File: config.mk
export PLATFORM = sky130hd
export DESIGN_NAME = conv_cmd_queue
export DESIGN_NICKNAME = d
export VERILOG_FILES = /design/src/rtl/convq_pkg.sv /design/src/rtl/conv_cmd_assembler.sv /design/src/rtl/conv_cmd_fifo.sv /design/src/rtl/conv_dispatch.sv /design/src/rtl/conv_reg_bank.sv /design/src/rtl/conv_cmd_queue.sv
export SDC_FILE = /design/constraint.sdc
export NUM_CORES = 1
export LEC_CHECK = 0
export ABC_AREA = 1
export BUFFER_PORTS_ARGS = -buffer_cell sky130_fd_sc_hd__buf_2
export CAP_MARGIN = 15
export CORE_UTILIZATION = 25
export CTS_CLUSTER_SIZE = 28
export DETAILED_ROUTE_END_ITERATION = 12
export PLACE_DENSITY = 0.5
export SYNTH_ARGS = -nofsm -noshare
export SYNTH_HDL_FRONTEND = slang
export SYNTH_SLANG_ARGS = --single-unit
File: constraint.sdc
create_clock -name clk -period 14.6 [get_ports clk]
set_input_delay 2.19 -clock clk [delete_from_list [all_inputs] [get_ports clk]]
set_output_delay 2.19 -clock clk [all_outputs]
set_load 0.01 [all_outputs]
File: src/rtl/convq_pkg.sv
// Shared definitions for the conversion command queue: word width,
// register word addresses, status bit positions and the command record.
package convq_pkg;
    localparam int WORD_W = 32;
    localparam int ADDR_W = 3;

    typedef logic [WORD_W-1:0] word_t;

    typedef struct packed {
        word_t y_base;
        word_t u_base;
        word_t v_base;
        word_t out_base;
    } conv_cmd_t;

    localparam logic [ADDR_W-1:0] A_CTRL   = 3'd0;
    localparam logic [ADDR_W-1:0] A_WIDTH  = 3'd1;
    localparam logic [ADDR_W-1:0] A_HEIGHT = 3'd2;
    localparam logic [ADDR_W-1:0] A_INPAD  = 3'd3;
    localparam logic [ADDR_W-1:0] A_OUTPAD = 3'd4;
    localparam logic [ADDR_W-1:0] A_MODE   = 3'd5;
    localparam logic [ADDR_W-1:0] A_CMD    = 3'd6;
    localparam logic [ADDR_W-1:0] A_STAT   = 3'd7;

    localparam int ST_END  = 0;
    localparam int ST_OVF  = 1;
    localparam int ST_FULL = 2;
    localparam int ST_CNT  = 3;
endpackage

File: src/rtl/conv_cmd_assembler.sv
// Collects command words into one command record.
// Assumes: word_we is already gated by the unit enable; accept is low
// while the queue is full, and a refused word leaves the word index as is.
module conv_cmd_assembler
    import convq_pkg::*;
(
    input  logic      clk,
    input  logic      rst_n,
    input  logic      word_we,
    input  word_t     word,
    input  logic      accept,
    output logic      cmd_push,
    output conv_cmd_t cmd
);
    localparam int WORDS = 4;
    localparam int LAST  = WORDS - 1;
    localparam int IDX_W = $clog2(WORDS);

    logic [IDX_W-1:0] idx;
    logic             take;

    assign take = word_we && accept;

    // Advance the word index on every accepted word, wrapping after the last.
    always_ff @(posedge clk) begin
        if (!rst_n)
            idx <= '0;
        else if (take)
            idx <= (idx == IDX_W'(LAST)) ? '0 : idx + IDX_W'(1);
    end

    for (genvar s = 0; s < LAST; s++) begin : g_stage
        word_t q;
        // Hold the word that arrived at position s of the command.
        always_ff @(posedge clk) begin
            if (!rst_n)
                q <= '0;
            else if (take && idx == IDX_W'(s))
                q <= word;
        end
    end

    assign cmd_push = take && (idx == IDX_W'(LAST));
    assign cmd = '{y_base: g_stage[0].q, u_base: g_stage[1].q,
                   v_base: g_stage[2].q, out_base: word};


    drop_keeps_index_chk: assert property (@(posedge clk) disable iff (!rst_n)
        (word_we && !accept) |=> $stable(idx));

    push_on_last_chk: assert property (@(posedge clk) disable iff (!rst_n)
        cmd_push |=> (idx == '0));
endmodule

File: src/rtl/conv_cmd_fifo.sv
// Small in-order store for complete commands.
// Assumes: the producer never pushes while full and the consumer never
// pops while empty.
module conv_cmd_fifo
    import convq_pkg::*;
#(
    parameter int DEPTH = 2
) (
    input  logic                         clk,
    input  logic                         rst_n,
    input  logic                         push,
    input  conv_cmd_t                    din,
    input  logic                         pop,
    output conv_cmd_t                    dout,
    output logic [$clog2(DEPTH+1)-1:0]   count,
    output logic                         full,
    output logic                         empty
);
    localparam int PTR_W = (DEPTH > 1) ? $clog2(DEPTH) : 1;
    localparam int CNT_W = $clog2(DEPTH + 1);

    conv_cmd_t        mem [DEPTH];
    logic [PTR_W-1:0] wr_ptr;
    logic [PTR_W-1:0] rd_ptr;

    function automatic logic [PTR_W-1:0] bump(input logic [PTR_W-1:0] p);
        return (p == PTR_W'(DEPTH - 1)) ? '0 : p + PTR_W'(1);
    endfunction

    // Store a pushed command at the write pointer.
    always_ff @(posedge clk) begin
        if (push)
            mem[wr_ptr] <= din;
    end

    // Track pointers and fill level.
    always_ff @(posedge clk) begin
        if (!rst_n) begin
            wr_ptr <= '0;
            rd_ptr <= '0;
            count  <= '0;
        end else begin
            if (push) wr_ptr <= bump(wr_ptr);
            if (pop)  rd_ptr <= bump(rd_ptr);
            case ({push, pop})
                2'b10:   count <= count + CNT_W'(1);
                2'b01:   count <= count - CNT_W'(1);
                default: count <= count;
            endcase
        end
    end

    assign dout  = mem[rd_ptr];
    assign full  = (count == CNT_W'(DEPTH));
    assign empty = (count == '0);


    no_overflow_chk: assert property (@(posedge clk) disable iff (!rst_n)
        push |-> !full);

    no_underflow_chk: assert property (@(posedge clk) disable iff (!rst_n)
        pop |-> !empty);

    count_bound_chk: assert property (@(posedge clk) disable iff (!rst_n)
        count <= CNT_W'(DEPTH));
endmodule

File: src/rtl/conv_dispatch.sv
// Hands the oldest queued command to the engine whenever it is idle and
// tracks the running frame.
// Assumes: eng_done is a single-cycle pulse; a done pulse while idle is ignored.
module conv_dispatch (
    input  logic clk,
    input  logic rst_n,
    input  logic has_cmd,
    input  logic eng_done,
    output logic start,
    output logic end_set
);
    logic busy;

    assign start   = !busy && has_cmd;
    assign end_set = busy && eng_done;

    // Busy from a start until the matching done pulse.
    always_ff @(posedge clk) begin
        if (!rst_n)
            busy <= 1'b0;
        else if (start)
            busy <= 1'b1;
        else if (eng_done)
            busy <= 1'b0;
    end


    next_after_done_chk: assert property (@(posedge clk) disable iff (!rst_n)
        (busy && eng_done && has_cmd) |=> start);

    single_pulse_chk: assert property (@(posedge clk) disable iff (!rst_n)
        start |=> !start);

    start_marks_busy_chk: assert property (@(posedge clk) disable iff (!rst_n)
        start |=> busy);
endmodule

File: src/rtl/conv_reg_bank.sv
// Register bank: enable and interrupt-enable, static frame configuration,
// command-word forwarding, status with write-one-to-clear flags, readback.
// Assumes: only the control word is writable while the unit is disabled.
module conv_reg_bank
    import convq_pkg::*;
#(
    parameter int DIM_W  = 16,
    parameter int MODE_W = 2,
    parameter int CNT_W  = 2
) (
    input  logic              clk,
    input  logic              rst_n,
    input  logic              reg_we,
    input  logic [ADDR_W-1:0] reg_addr,
    input  word_t             reg_wdata,
    input  logic [ADDR_W-1:0] reg_raddr,
    output word_t             reg_rdata,
    input  logic              end_set,
    input  logic              ovf_set,
    input  logic              q_full,
    input  logic [CNT_W-1:0]  q_count,
    output logic              cmd_we,
    output word_t             cmd_word,
    output logic [DIM_W-1:0]  cfg_width,
    output logic [DIM_W-1:0]  cfg_height,
    output logic [DIM_W-1:0]  cfg_in_pad,
    output logic [DIM_W-1:0]  cfg_out_pad,
    output logic [MODE_W-1:0] cfg_mode,
    output logic              irq
);
    logic  unit_en;
    logic  irq_en;
    logic  end_f;
    logic  ovf_f;
    logic  gated_we;
    logic  stat_we;
    word_t stat_word;

    assign gated_we = reg_we && unit_en;
    assign stat_we  = gated_we && (reg_addr == A_STAT);
    assign cmd_we   = gated_we && (reg_addr == A_CMD);
    assign cmd_word = reg_wdata;

    // Control word is writable regardless of the enable.
    always_ff @(posedge clk) begin
        if (!rst_n) begin
            unit_en <= 1'b0;
            irq_en  <= 1'b0;
        end else if (reg_we && reg_addr == A_CTRL) begin
            unit_en <= reg_wdata[0];
            irq_en  <= reg_wdata[1];
        end
    end

    // Static configuration, written only while enabled.
    always_ff @(posedge clk) begin
        if (!rst_n) begin
            cfg_width   <= '0;
            cfg_height  <= '0;
            cfg_in_pad  <= '0;
            cfg_out_pad <= '0;
            cfg_mode    <= '0;
        end else if (gated_we) begin
            case (reg_addr)
                A_WIDTH:  cfg_width   <= reg_wdata[DIM_W-1:0];
                A_HEIGHT: cfg_height  <= reg_wdata[DIM_W-1:0];
                A_INPAD:  cfg_in_pad  <= reg_wdata[DIM_W-1:0];
                A_OUTPAD: cfg_out_pad <= reg_wdata[DIM_W-1:0];
                A_MODE:   cfg_mode    <= reg_wdata[MODE_W-1:0];
                default:  ;
            endcase
        end
    end

    // Sticky flags: a new event wins over a simultaneous clear.
    always_ff @(posedge clk) begin
        if (!rst_n) begin
            end_f <= 1'b0;
            ovf_f <= 1'b0;
        end else begin
            end_f <= end_set || (end_f && !(stat_we && reg_wdata[ST_END]));
            ovf_f <= ovf_set || (ovf_f && !(stat_we && reg_wdata[ST_OVF]));
        end
    end

    // Assemble the status word.
    always_comb begin
        stat_word = '0;
        stat_word[ST_END]  = end_f;
        stat_word[ST_OVF]  = ovf_f;
        stat_word[ST_FULL] = q_full;
        stat_word[ST_CNT +: CNT_W] = q_count;
    end

    // Read multiplexer, zero-extending narrow fields.
    always_comb begin
        case (reg_raddr)
            A_CTRL:   reg_rdata = WORD_W'({irq_en, unit_en});
            A_WIDTH:  reg_rdata = WORD_W'(cfg_width);
            A_HEIGHT: reg_rdata = WORD_W'(cfg_height);
            A_INPAD:  reg_rdata = WORD_W'(cfg_in_pad);
            A_OUTPAD: reg_rdata = WORD_W'(cfg_out_pad);
            A_MODE:   reg_rdata = WORD_W'(cfg_mode);
            A_STAT:   reg_rdata = stat_word;
            default:  reg_rdata = '0;
        endcase
    end

    assign irq = end_f && irq_en;


    end_sticky_chk: assert property (@(posedge clk) disable iff (!rst_n)
        end_set |=> end_f);

    ovf_sticky_chk: assert property (@(posedge clk) disable iff (!rst_n)
        ovf_set |=> ovf_f);

    gate_width_chk: assert property (@(posedge clk) disable iff (!rst_n)
        (!unit_en && reg_we && reg_addr == A_WIDTH) |=> $stable(cfg_width));
endmodule

File: src/rtl/conv_cmd_queue.sv
// Top level: register port in, queued conversion commands out to the
// frame engine, end interrupt back to software.
// Assumes: the engine accepts a start only when this block issues it and
// answers each start with one done pulse.
module conv_cmd_queue
    import convq_pkg::*;
#(
    parameter int DEPTH  = 2,
    parameter int DIM_W  = 16,
    parameter int MODE_W = 2
) (
    input  logic              clk,
    input  logic              rst_n,
    input  logic              reg_we,
    input  logic [2:0]        reg_addr,
    input  logic [31:0]       reg_wdata,
    input  logic [2:0]        reg_raddr,
    output logic [31:0]       reg_rdata,
    output logic              eng_start,
    output logic [31:0]       eng_y,
    output logic [31:0]       eng_u,
    output logic [31:0]       eng_v,
    output logic [31:0]       eng_out,
    input  logic              eng_done,
    output logic [DIM_W-1:0]  cfg_width,
    output logic [DIM_W-1:0]  cfg_height,
    output logic [DIM_W-1:0]  cfg_in_pad,
    output logic [DIM_W-1:0]  cfg_out_pad,
    output logic [MODE_W-1:0] cfg_mode,
    output logic              irq
);
    localparam int CNT_W = $clog2(DEPTH + 1);

    logic             cmd_we;
    word_t            cmd_word;
    logic             cmd_push;
    conv_cmd_t        new_cmd;
    conv_cmd_t        head_cmd;
    logic [CNT_W-1:0] q_count;
    logic             q_full;
    logic             q_empty;
    logic             end_set;
    logic             ovf_set;

    assign ovf_set = cmd_we && q_full;

    conv_reg_bank #(.DIM_W(DIM_W), .MODE_W(MODE_W), .CNT_W(CNT_W)) u_regs (
        .clk(clk), .rst_n(rst_n),
        .reg_we(reg_we), .reg_addr(reg_addr), .reg_wdata(reg_wdata),
        .reg_raddr(reg_raddr), .reg_rdata(reg_rdata),
        .end_set(end_set), .ovf_set(ovf_set),
        .q_full(q_full), .q_count(q_count),
        .cmd_we(cmd_we), .cmd_word(cmd_word),
        .cfg_width(cfg_width), .cfg_height(cfg_height),
        .cfg_in_pad(cfg_in_pad), .cfg_out_pad(cfg_out_pad),
        .cfg_mode(cfg_mode), .irq(irq)
    );

    conv_cmd_assembler u_asm (
        .clk(clk), .rst_n(rst_n),
        .word_we(cmd_we), .word(cmd_word), .accept(!q_full),
        .cmd_push(cmd_push), .cmd(new_cmd)
    );

    conv_cmd_fifo #(.DEPTH(DEPTH)) u_fifo (
        .clk(clk), .rst_n(rst_n),
        .push(cmd_push), .din(new_cmd),
        .pop(eng_start), .dout(head_cmd),
        .count(q_count), .full(q_full), .empty(q_empty)
    );

    conv_dispatch u_disp (
        .clk(clk), .rst_n(rst_n),
        .has_cmd(!q_empty), .eng_done(eng_done),
        .start(eng_start), .end_set(end_set)
    );

    assign eng_y   = head_cmd.y_base;
    assign eng_u   = head_cmd.u_base;
    assign eng_v   = head_cmd.v_base;
    assign eng_out = head_cmd.out_base;


    full_refuses_chk: assert property (@(posedge clk) disable iff (!rst_n)
        (q_full && !eng_start) |=> (q_count == $past(q_count)));
endmodule

### Yosys cells after proc, flatten, opt, wreduce, memory -nomap -nowiden

Memories as Yosys holds them, arrays and structs flattened. A register that Yosys moved wholly into a read port is not among the register bits.
Cells that the tools add are included.

| operators by class | value |
|---|---|
| add/sub/neg operators | 5 |
| equal/unequal tests | 19 |
| muxes and demuxes | 11 |
| reductions and logical operators | 35 |

Operator list:

| kind | number |
|---|---|
| $pmux 16 s7 | 1 |
| $eq 3x3->1 const B | 7 |
| $logic_and 1x1->1 | 17 |
| $eq 3x2->1 const B | 4 |
| $reduce_and 2->1 | 5 |
| $eq 2x2->1 const B | 4 |
| $mux 1 | 8 |
| $eq 3x1->1 const B | 2 |
| $logic_not 3->1 | 2 |
| $logic_not 1->1 | 5 |
| $add 2x1->2 const B | 2 |
| $eq 2x1->1 const B | 2 |
| $logic_not 2->1 | 2 |
| $pmux 2 s2 | 1 |
| $reduce_bool 2->1 | 2 |
| $add 1x1->1 const B | 2 |
| $logic_or 1x1->1 | 2 |
| $mux 2 | 1 |
| $sub 2x1->2 const B | 1 |

| word-level totals | value |
|---|---|
| register bits | 173 |
| memory bits (writable) | 256 |
| input bits | 42 |
| output and inout bits | 228 |
| logic and storage cells | 88 |
| memories kept | 1 |

Memories:

| name | depth | bits a word | rd ports | clocked after memory_dff | wr ports | RTL line | source |
|---|---|---|---|---|---|---|---|
| u_fifo.mem | 2 | 128 | 1 | 1 | 1 | conv_cmd_fifo.sv:22 | `conv_cmd_t mem [DEPTH];` |

### Longest topological paths before layout

Gate-level depths: netlist of the first run.

| depth | value |
|---|---|
| word-level depth | 6 |
| mapped depth | 10 |
| depth with buffers taken out | 9 |

### Hierarchy

A second synthesis of the first run with hierarchy kept.

| second synthesis, totals | value |
|---|---|
| cell total of the unflattened synthesis | 1,616 |
| area, all modules | 17,513.0 µm² |

Modules (own cells, without submodules):

| module | instances | cells each | area an instance (µm²) | seq. area each (µm²) |
|---|---|---|---|---|
| conv_cmd_fifo | 1 | 433 | 9,532.9 | 7,787.5 |
| conv_cmd_assembler | 1 | 660 | 4,366.7 | 1,961.9 |
| conv_reg_bank | 1 | 511 | 3,552.2 | 1,401.3 |
| conv_dispatch | 1 | 8 | 46.3 | 20.0 |
| conv_cmd_queue | 1 | 4 | 15.0 | 0.0 |

### Worst setup path before layout of the first run

No wires, ideal clock.

| timing | value |
|---|---|
| path kind | input-to-reg |
| start point | in reg_we |
| end point | mem u_fifo.mem[0][0] (netlist bit), enable pin |
| setup time | 0.617 ns |
| arrival | 7.963 ns |
| required time | 13.983 ns |
| setup slack | 6.020 ns |
| cell stages on the path | 4 |
| path buffers | 0 |
| cell sequence | nand2_1 -> nor2_4 -> nand4_1 -> nor2_1 |

| between the ends | value |
|---|---|
| cells in the longest elaborated chain, start to end | 6 |

RTL lines:

| item | RTL line | source |
|---|---|---|
| from (decl) | conv_cmd_queue.sv:14 | `input logic reg_we,` |
| $logic_and 1x1->1 | conv_reg_bank.sv:39 | `assign gated_we = reg_we && unit_en;` |
| $logic_and 1x1->1 | conv_reg_bank.sv:41 | `assign cmd_we = gated_we && (reg_addr == A_CMD);` |
| $logic_and 1x1->1 | conv_cmd_assembler.sv:22 | `assign take = word_we && accept;` |
| $logic_and 1x1->1 | conv_cmd_assembler.sv:43 | `assign cmd_push = take && (idx == IDX_W'(LAST));` |
| $mux 1 | conv_cmd_fifo.sv:32 | `if (push)` |
| $mux 1 (implied by the code) | conv_cmd_fifo.sv:33 | `mem[wr_ptr] <= din;` |
| to (decl) | conv_cmd_fifo.sv:22 |  |

No other way between the ends.

### Worst setup path in the final report of the first run

| timing | value |
|---|---|
| start point | in reg_raddr[2] |
| end point | out reg_rdata[0] |

| between the ends | value |
|---|---|
| cells in the longest elaborated chain, start to end | 2 |
| elaborated cells on any way between the ends | 8 |
| those cells by class | 6 x eq/ne; 1 x mux; 1 x reduce/logical |

RTL lines:

| item | RTL line | source |
|---|---|---|
| from (decl) | conv_cmd_queue.sv:17 | `input logic [2:0] reg_raddr,` |
| $eq 3x3->1, or another cell as far along | conv_reg_bank.sv:97 | `case (reg_raddr)` |
| $pmux 16 s7 (*) | conv_reg_bank.sv:97 |  |
| to (decl) | conv_cmd_queue.sv:18 | `output logic [31:0] reg_rdata,` |

Every way passes the cells marked *; elsewhere a longest branch is shown, timed or not.

==> results of run 1 <==
==> power by group <==
group / internal, uW / switching (uW)
Combinational: 60.6 / 104
Sequential: 1280 / 13.0
Clock: 723 / 520
==> cells by family (layout without fill, tap and decap cells) <==
| family | count (synthesis) | count (layout) | synth area share |
|---|---|---|---|
| DFF | 430 | 430 | 0.641 |
| and+or+nand+nor | 624 | 624 | 0.156 |
| adders and majority gates | 5 | 5 | 0.00359 |
| buffers and inverters | 360 | 610 | 0.0866 |
| other | 1 | 16 | 0.000215 |
| AOI/OAI and AO/OA | 105 | 105 | 0.0302 |
| muxes | 128 | 128 | 0.0827 |
==> final timing paths <==
path              slack [ns]  depth (start not counted)              startpoint                 to
setup / recovery        8.98                          9            reg_raddr[2]       reg_rdata[0]
hold / removal          0.44                          0  u_asm.g_stage[2].q[20]  u_fifo.mem[0][52]
setup reg to reg       10.54                          6         u_fifo.count[0]  u_fifo.mem[0][70]
hold reg to reg         0.44                          0  u_asm.g_stage[2].q[20]  u_fifo.mem[0][52]
==> cell usage in the layout, fill, tap and decap left out, types with 51 or more instances in the layout <==
master / Yosys / layout
sky130_fd_sc_hd__clkbuf_16: 0 / 51
sky130_fd_sc_hd__buf_2: 42 / 252
sky130_fd_sc_hd__nand4_1: 114 / 114
sky130_fd_sc_hd__nor2_1: 211 / 208
sky130_fd_sc_hd__o21ai_0: 71 / 71
sky130_fd_sc_hd__edfxtp_1: 256 / 256
sky130_fd_sc_hd__dfxtp_1: 174 / 173
sky130_fd_sc_hd__mux2_2: 128 / 128
sky130_fd_sc_hd__inv_1: 244 / 243
sky130_fd_sc_hd__nand2_1: 276 / 276
==> metrics by stage <==
step | hold WS, ns | instance area, sq um | setup slack, ns | util | total power [uW]
2_1_floorplan | 0.426 | 17500 | 6.02 | - | 1420
3_3_place_gp | 0.424 | 19500 | 8.71 | 0.283 | 1480
3_5_place_dp | 0.429 | 19500 | 8.67 | 0.283 | 1490
4_1_cts | 0.431 | 21100 | 8.67 | 0.307 | 2740
5_1_grt | 0.454 | 21200 | 8.83 | 0.308 | 2800
6_report | 0.443 | 21200 | 8.98 | 0.308 | 2700
==> metal layers <==
| layer | vias up | wire length [um] | GRT usage |
|---|---|---|---|
| li1 | 5871 | - | - |
| met1 | 5784 | 22400 | 0.177 |
| met2 | 354 | 24300 | 0.242 |
| met3 | 79 | 2600 | 0.0257 |
| met4 | 0 | 1110 | 0.0433 |
| met5 | - | 0 | 0 |
==> area by class of cell <==
type                       instances  area (sq um)  share of cell area
clock buffer                      69          1420              0.0672
multi-input combinational        878          4860               0.229
tap                              931          1160              0.0550
inverter                         254           958              0.0453
timing repair buffer             263          1380              0.0651
sequential                       430         11200               0.528
clock inverter                    24           223              0.0105
==> registers in the layout (all words and copies together) (netlist names), named ones only <==
register and count:
u_asm.g_stage.q 96, u_asm.idx 2, u_disp.busy 1, u_fifo.count 2
u_fifo.mem 256, u_fifo.rd_ptr 1, u_fifo.wr_ptr 1, u_regs.cfg_height 16
u_regs.cfg_in_pad 16, u_regs.cfg_mode 2, u_regs.cfg_out_pad 16, u_regs.cfg_width 16
u_regs.end_f 1, u_regs.irq_en 1, u_regs.ovf_f 1, u_regs.unit_en 1
==> flow_metrics.tcl, run 1 <==
set metrics [dict create \
    status "complete, no violations" \
    fp.dieW_um 266 \
    die-height_um 266 \
    critical_path_required_ns 12.41 \
    timing.hold.worst.class "register to register" \
    synth-main-ff-cell "sky130_fd_sc_hd__edfxtp_1" \
    critical-path-top-cell-by-count "sky130_fd_sc_hd__nand2_1" \
    vdd.ir_drop.worst_v 0.0000704 \
    tritoncts "done" \
    netlist_top_cells_count "sky130_fd_sc_hd__nand2_1 (276), sky130_fd_sc_hd__edfxtp_1 (256), sky130_fd_sc_hd__inv_1 (244)" \
    timing.setup.critical_path_class "input pin to output port" \
    cap_violations 0 \
    routed-via-count 12100 \
    cp_num_buf_inv 4 \
    cts_root_buf "sky130_fd_sc_hd__clkbuf_16" \
    synth-edff-count 256 \
    drc 0 \
    cts_repair_resize_count 0 \
    skew_ns 0.0260 \
    ys.warnings.count 0 \
    final-instance-count-excl-fill 2849 \
    row_count 96 \
    crit_path_start_kind "input pin" \
    synth_most_common_cell "sky130_fd_sc_hd__nand2_1" \
    synth_async_sr_flop_share 0 \
    grt_overall_usage 0.140 \
    detail-route-antenna-nets 0 \
    numCtsBuffers 50 \
    power.density_cell_area_mw_per_mm2 127 \
    numClockSinks 430 \
    initial_core_util 0.253 \
    antenna-diode-count 0 \
    hold_viol_final 0 \
    post_drt_wl_per_cell_um 17.7 \
    p_leak_uw 0.00843 \
    post-place-cells 2753 \
    firstDrtPassIters 5 \
    route.detailed.vias_per_inst 4.24 \
    slowest_delay_ns 0.45 \
    synth.top_cell.area_share 0.441 \
    fmax_ghz 0.178 \
    max_slew_violation_count 0 \
    gp_congestion 0.876 \
    route.final.wire_length_um 50400 \
    core_sq_mm 0.0688 \
    post_route_cells_drive_above_1_share 0.260 \
    post-route-period-util 0.385 \
    netlist_instances 1653 \
    design.die.area_sq_mm 0.0708 \
    synthToLayoutAreaGrowth_pct 21.6 \
    global_route_wire_length_before_repair_um 74700 \
    post_synth_main_area_contributors "sky130_fd_sc_hd__edfxtp_1 (44%), sky130_fd_sc_hd__dfxtp_1 (20%), sky130_fd_sc_hd__mux2_2 (8.3%)" \
    htreeDepth 2 \
    io_pins 270 \
    timing.final.setup_violations 0 \
    ys_seq_elements 430 \
    post_synth_num_cell_types 25 \
    fin_crit_ns 5.62 \
    seq_area_frac_synth 0.641 \
    drt_iter0_markers 484 \
    globalRouteOverflowTotal 0 \
    hold_buf_count_cts 0 \
    setup_total_negative_slack_ns 0 \
    grt_pass1_vias 12000 \
    antenna_found_initial 0 \
    grt_start_max_net_pins 101 \
    crit_arrival_ns 3.43 \
    critPathTopFamily "buffers and inverters" \
    post-cts-setup-buffer-count 0 \
    grt_setup_unrepaired "false" \
    syn_area_per_cell_sq_um 10.5 \
    fillerInstances 7061 \
    port_buffers 253 \
    syn_area_sq_mm 0.0174 \
    slowest_stage "sky130_fd_sc_hd__inv_1" \
    clk-insertion-delay-late_ns 0.60 \
    crit_chain "buf_2, inv_1, nand3_1, inv_1, nand2_1, nand2_1, nor2_1, nand2_1, buf_2" \
    worst_setup_hold_path_clk_slew_ns 0.06 \
    worst_slew_margin_rel 0.244 \
    yosysTopAreaCell "sky130_fd_sc_hd__edfxtp_1" \
    cts_buffer_depth 3 \
    detailedPlacementHpwl_um 30700 \
    fin_nets 1924 \
    critical_path.max_fanout 16 \
    tightest_slew_ns 1.13 \
    endpoint_kind "output port" \
]
(Power assumes the default switching activity.)
==> inputs of run 2 (changes only) <==
--- a/config.mk
+++ b/config.mk
@@ -5,13 +5,13 @@
 export SDC_FILE = /design/constraint.sdc
 export NUM_CORES = 1
 export LEC_CHECK = 0
-export ABC_AREA = 1
+export ABC_AREA = 0
 export BUFFER_PORTS_ARGS = -buffer_cell sky130_fd_sc_hd__buf_2
 export CAP_MARGIN = 15
 export CORE_UTILIZATION = 25
 export CTS_CLUSTER_SIZE = 28
 export DETAILED_ROUTE_END_ITERATION = 12
-export PLACE_DENSITY = 0.5
+export PLACE_DENSITY = 0.51
 export SYNTH_ARGS = -nofsm -noshare
 export SYNTH_HDL_FRONTEND = slang
 export SYNTH_SLANG_ARGS = --single-unit
==> constraint.sdc (replaced) <==
create_clock -name clk -period 4.55 [get_ports clk]
set_input_delay 0.6825 -clock clk [delete_from_list [all_inputs] [get_ports clk]]
set_output_delay 0.6825 -clock clk [all_outputs]
set_load 0.01 [all_outputs]
==> run 2 against run 1 <==
Net effect: synthesized cell count shrank 31%; critical path depth is 4 lower; largest cell class unchanged; clock skew down 0.00079 ns; die area decreased by 5.7%; sequential power grew to 3.2 times the previous value; core utilization up 0.48 points; power grew to 3.0 times the previous value; via count decreased by 20%; area after synthesis decreased by 5.7%; register-to-register slack worse by 8.7 ns; sequential cell count is the same; non-clock buffer count grew 9.
==> flow_metrics.tcl, run 2 <==
set metrics [dict create \
    synth_async_sr_flop_share 0 \
    netlist_instances 1135 \
    netlist_top_cells_count "sky130_fd_sc_hd__edfxtp_1 (256), sky130_fd_sc_hd__nand2_1 (214), sky130_fd_sc_hd__dfxtp_1 (174)" \
    synth-main-ff-cell "sky130_fd_sc_hd__edfxtp_1" \
    worst_setup_hold_path_clk_slew_ns 0.06 \
    post_route_cells_drive_above_1_share 0.348 \
    fin_area_sq_mm 0.0202 \
    power.density_cell_area_mw_per_mm2 399 \
    vdd.ir_drop.worst_v 0.000200 \
    core_sq_mm 0.0647 \
    detailedPlacementHpwl_um 25800 \
    io_pins 270 \
    detail-route-antenna-nets 0 \
    post_synth_main_area_contributors "sky130_fd_sc_hd__edfxtp_1 (47%), sky130_fd_sc_hd__dfxtp_1 (21%), sky130_fd_sc_hd__mux2i_1 (10%)" \
    endpoint_kind "output port" \
    tightest_slew_ns 1.11 \
    die-height_um 258 \
    placed_area_sq_mm 0.0186 \
    row_count 93 \
    routed-via-count 9672 \
    synth-edff-count 256 \
    gp_congestion 0.750 \
    drt_iter0_markers 387 \
    timing.final.setup_violations 0 \
    reg2reg_setup_slack_ns 1.81 \
    htreeDepth 2 \
    numClockSinks 430 \
    post_drt_wl_per_cell_um 17.9 \
    largest_register_ff_count 256 \
    fillerInstances 6521 \
    status "complete, no violations" \
    max_slew_violation_count 0 \
    p_leak_uw 0.00735 \
    drc 0 \
    synth.top_cell.area_share 0.468 \
    layout.cells.most_common_list "sky130_fd_sc_hd__edfxtp_1 (256), sky130_fd_sc_hd__buf_2 (252), sky130_fd_sc_hd__nand2_1 (214)" \
    grt_overall_usage 0.121 \
    antenna_found_initial 2 \
    grt_pass1_vias 9849 \
    fmax_ghz 0.299 \
    firstDrtPassIters 4 \
    initial_core_util 0.254 \
    fin_crit_ns 3.34 \
    syn_area_per_cell_sq_um 14.5 \
    cts_root_buf "sky130_fd_sc_hd__clkbuf_16" \
    globalRouteOverflowTotal 0 \
    synth_most_common_cell "sky130_fd_sc_hd__edfxtp_1" \
    post-cts-setup-buffer-count 0 \
    max_flop_register "u_fifo.mem" \
    route.final.wire_length_um 41100 \
    route.detailed.vias_per_inst 4.22 \
    syn_area_sq_mm 0.0164 \
    seq_area_frac_synth 0.680 \
    ys.warnings.count 0 \
    final-instance-count-excl-fill 2290 \
    post-route-period-util 0.734 \
    post_synth_num_cell_types 46 \
    global_route_wire_length_before_repair_um 61700 \
    grt_start_max_net_pins 89 \
    clk-insertion-delay-late_ns 0.57 \
    grt_setup_unrepaired "false" \
    crit_path_start_kind "input pin" \
    port_buffers 253 \
    timing.hold.worst.class "input pin to register" \
    ys_seq_elements 430 \
    critical_path_required_ns 3.87 \
    reg.largest.list "u_fifo.mem: 256 flops, u_asm.g_stage.q: 96 flops" \
    final_common_cell "sky130_fd_sc_hd__edfxtp_1" \
    cts_buffer_depth 3 \
    tritoncts "done" \
    worst_slew_margin_rel 0.257 \
    post-place-cells 2198 \
    synthToLayoutAreaGrowth_pct 23.1 \
    finish.utilization 0.313 \
    hold_viol_final 0 \
    timing.setup.critical_path_class "input pin to output port" \
    setup_total_negative_slack_ns 0 \
    numCtsBuffers 48 \
    yosysTopAreaCell "sky130_fd_sc_hd__edfxtp_1" \
    fp.dieW_um 258 \
    cap_violations 0 \
    skew_ns 0.0252 \
    fin_nets 1440 \
    design.die.area_sq_mm 0.0668 \
    cts_repair_resize_count 0 \
    crit_arrival_ns 2.66 \
    critical_path.max_fanout 26 \
    hold_buf_count_cts 0 \
]
-- run 2: cell types whose count changed in the layout (fill, tap and decap cells not counted), sizes merged, moves of 9 or more --
cell,change
nand4,-116
buf,+9
nand2,-65
inv,-254
o21ai,-54
mux2,+14
a22oi,+11
a21oi,-27
mux2i,+170
nor2,-205
-- run 2: final timing paths --
path,startpoint,endpoint,depth (start not counted)
setup / recovery,reg_raddr[0],reg_rdata[5],5
hold / removal,reg_wdata[6],u_fifo.mem[1][6],1
setup reg to reg,u_fifo.count[0],u_fifo.mem[0][109],4
hold reg to reg,u_asm.g_stage[1].q[0],u_fifo.mem[1][64],0
-- run 2: area by class of cell --
| cell class | instances | area (sq um) | share of cell area |
|---|---|---|---|
| multi-input cells | 638 | 4890 | 0.242 |
| diodes | 3 | 7.51 | 0.000371 |
| clock buffers | 70 | 1420 | 0.0702 |
| flip-flops and latches | 430 | 11200 | 0.553 |
| well taps | 855 | 1070 | 0.0529 |
| repair buffers | 272 | 1480 | 0.0731 |
| clock inverters | 19 | 168 | 0.00829 |
| inverters | 3 | 11.3 | 0.000557 |
-- run 2: metrics by stage --
stage	setup WS (ns)	power, uW	hold WS, ns
2_1_floorplan	0.848	4260	0.425
3_3_place_gp	1.25	4320	0.431
3_5_place_dp	1.16	4330	0.435
4_1_cts	1.16	8200	0.271
5_1_grt	0.996	8350	0.278
6_report	1.21	8070	0.318
-- run 2: routing by layer --
layer  part of all wire  track usage  vias to the layer above  wire (um)
met4              0.022       0.0344                        2        894
met2               0.47        0.198                      237      19200
li1                   -            -                     4595          -
met5            0.00041            0                        -         17
met1               0.45        0.157                     4783      18600
met3              0.056       0.0331                       55       2290
-- run 2: cells by family after synthesis --
| group | synth area share |
|---|---|
| muxes | 0.202 |
| DFF | 0.680 |
| buffers and inverters | 0.0267 |
| AOI/OAI and AO/OA | 0.0170 |
| xor gates and xnor gates | 0.00107 |
| other | 0.000228 |
| adders and majority gates | 0.00381 |
| and+or+nand+nor | 0.0688 |
-- run 2: report_power, final --
group,internal (uW),switching [uW]
registers,4090,1.74
clock network,2280,1550
logic,33.3,113
-- run 2: worst max-delay path: stages --
cell and delay [ns]:
sky130_fd_sc_hd__buf_2 0.48, sky130_fd_sc_hd__nor2b_1 0.86, sky130_fd_sc_hd__a22oi_1 0.22, sky130_fd_sc_hd__o21ai_0 0.23, sky130_fd_sc_hd__buf_2 0.17
==> inputs of run 3 (changes only) <==
==> constraint.sdc (replaced) <==
create_clock -name clk -period 2.87 [get_ports clk]
set_input_delay 0.4305 -clock clk [delete_from_list [all_inputs] [get_ports clk]]
set_output_delay 0.4305 -clock clk [all_outputs]
set_load 0.01 [all_outputs]
==> run 3 against run 2 <==
Net effect: sequential power grew 59%; via count grew 0.14%; final cell count up 0.44%; power rose by 61%; worst hold slack worse by 0.26 ns; core utilization is 0.31 points higher; global-route usage shrank 0.17 points; non-clock buffer count rose by 10; sequential share of layout area decreased by 0.54 points; first-iteration DRC count rose by 12%; critical path type is now register to output port; critical endpoint is now eng_y[13]; highest routed layer is now met4.
==> flow_metrics.tcl, run 3 (synthesized netlist as in run 2, its figures left out) <==
set metrics [dict create \
    status "complete, no violations" \
    final-instance-count-excl-fill 2300 \
    design.die.area_sq_mm 0.0668 \
    post_drt_wl_per_cell_um 17.8 \
    placement.setup.worst_slack_ns 0.496 \
    largest_register_ff_count 256 \
    skew_ns 0.0293 \
    crit_chain "buf_4, mux2_2, buf_2" \
    layout.cells.most_common_list "sky130_fd_sc_hd__edfxtp_1 (256), sky130_fd_sc_hd__buf_2 (252), sky130_fd_sc_hd__nand2_1 (214)" \
    crit_arrival_ns 2.05 \
    reg2reg_to "u_fifo.mem[0][115]" \
    detailedPlacementHpwl_um 26400 \
    post-place-cells 2208 \
    post-cts-setup-buffer-count 0 \
    reg.largest.list "u_fifo.mem: 256 flops, u_asm.g_stage.q: 96 flops" \
    fillerInstances 6499 \
    tightest_slew_ns 1.07 \
    worst_slew_margin_rel 0.283 \
    cp_num_buf_inv 2 \
    detail-route-antenna-nets 0 \
    max_flop_register "u_fifo.mem" \
    cts_root_buf "sky130_fd_sc_hd__clkbuf_16" \
    antenna_found_initial 0 \
    timing.rr.start "u_regs.unit_en" \
    clk-insertion-delay-late_ns 0.58 \
    grt_pass1_vias 9683 \
    grt_start_max_net_pins 88 \
    routed-via-count 9686 \
    timing.final.setup_violations 0 \
    numClockSinks 430 \
    max_slew_violation_count 0 \
    slowest_delay_ns 0.48 \
    critical_path.max_fanout 41 \
    hold_buf_count_cts 0 \
    route.final.wire_length_um 40900 \
    number_of_logic_stages_on_the_critical_path_including_buffering 3 \
    fmax_ghz 0.403 \
    drc 0 \
    post_route_cells_drive_above_1_share 0.357 \
    drt_iter0_markers 434 \
    fin_crit_ns 2.48 \
    timing.hold.worst.class "input pin to register" \
    row_count 93 \
    core_sq_mm 0.0647 \
    grt_setup_unrepaired "false" \
    fp.dieW_um 258 \
    cap_violations 0 \
    slowest_stage "sky130_fd_sc_hd__buf_4" \
    die-height_um 258 \
    layout_setup_ws_ns 0.388 \
    final_common_cell "sky130_fd_sc_hd__edfxtp_1" \
    antenna-diode-count 0 \
    crit_path_start_kind "register" \
    setup_total_negative_slack_ns 0 \
    vdd.ir_drop.worst_v 0.000371 \
    sequential_cell_area_sq_mm 0.0112 \
    numCtsBuffers 49 \
    timing.setup.critical_path_class "register to output port" \
    p_leak_uw 0.00744 \
    critical_path_required_ns 2.44 \
    tritoncts "done" \
    finalHoldWorstSlack_ns 0.0620 \
    io_pins 270 \
    synthToLayoutAreaGrowth_pct 24.3 \
    cts_buffer_depth 3 \
    grt_overall_usage 0.120 \
    worstSetupEndpoint "eng_y[13]" \
    post-route-period-util 0.865 \
    power.density_cell_area_mw_per_mm2 635 \
    area_occupied_by_multi_input_gates_sq_mm 0.00490 \
    firstDrtPassIters 5 \
    hold_viol_final 0 \
    port_buffers 253 \
    initial_core_util 0.254 \
    fin_nets 1451 \
    globalRouteOverflowTotal 0 \
    critPathTopFamily "buffers and inverters" \
    route.detailed.vias_per_inst 4.21 \
    htreeDepth 2 \
    reg2reg_setup_slack_ns 0.50 \
    report.power.total_uw 13000 \
    worst_setup_hold_path_clk_slew_ns 0.06 \
    cts_repair_resize_count 0 \
    gp_congestion 0.754 \
    global_route_wire_length_before_repair_um 61000 \
    endpoint_kind "output port" \
    ff2ff_path_depth 5 \
]
[run 3: cell count changes in the layout (fill, tap and decap cells not counted), sizes merged, moves of 2 or more]
cell and change:
clkbuf -4, clkinvlp +3, bufinv +2, buf +10, diode -3
[run 3: layout make-up]
type	instances	area share
flip-flops and latches	430	0.547
multi-input cells	638	0.240
repair buffers	282	0.0797
clock buffers	66	0.0671
well taps	855	0.0524
clock inverters	26	0.0132
inverters	3	0.000551
[run 3: layer usage]
metal | vias up | wire length [um] | GRT usage
met5 | - | 0 | 0
met4 | 0 | 1040 | 0.0401
met3 | 65 | 2290 | 0.0293
met2 | 257 | 18800 | 0.190
met1 | 4755 | 18800 | 0.158
li1 | 4609 | - | -
[run 3: stage by stage]
| step | cell area (sq um) | util |
|---|---|---|
| final | 20400 | 0.316 |
| after CTS | 20400 | 0.316 |
| after global placement | 18800 | 0.290 |
| after detailed placement | 18800 | 0.290 |
| after global routing | 20400 | 0.316 |
| after floorplan | 16500 | - |
[run 3: power breakdown]
group | switching (uW) | internal (uW) | total (uW)
Combinational | 184 | 59.6 | 243
Sequential | 2.76 | 6480 | 6490
Clock | 2520 | 3730 | 6250
Total | 2710 | 10300 | 13000
[run 3: how the worst min path moves through the flow]
stage / start / end / slack (ns) / depth (start not counted)
global route: reg_wdata[28] / u_fifo.mem[1][28] / 0.01 / 1
finish: reg_wdata[28] / u_fifo.mem[1][28] / 0.06 / 1
CTS: reg_wdata[28] / u_fifo.mem[1][28] / 0.01 / 1
floorplan: u_asm.g_stage[0].q[4] / u_fifo.mem[0][100] / 0.43 / 0
global placement: u_asm.g_stage[1].q[29] / u_fifo.mem[1][93] / 0.43 / 0
detailed placement: u_asm.g_stage[1].q[15] / u_fifo.mem[1][79] / 0.43 / 0
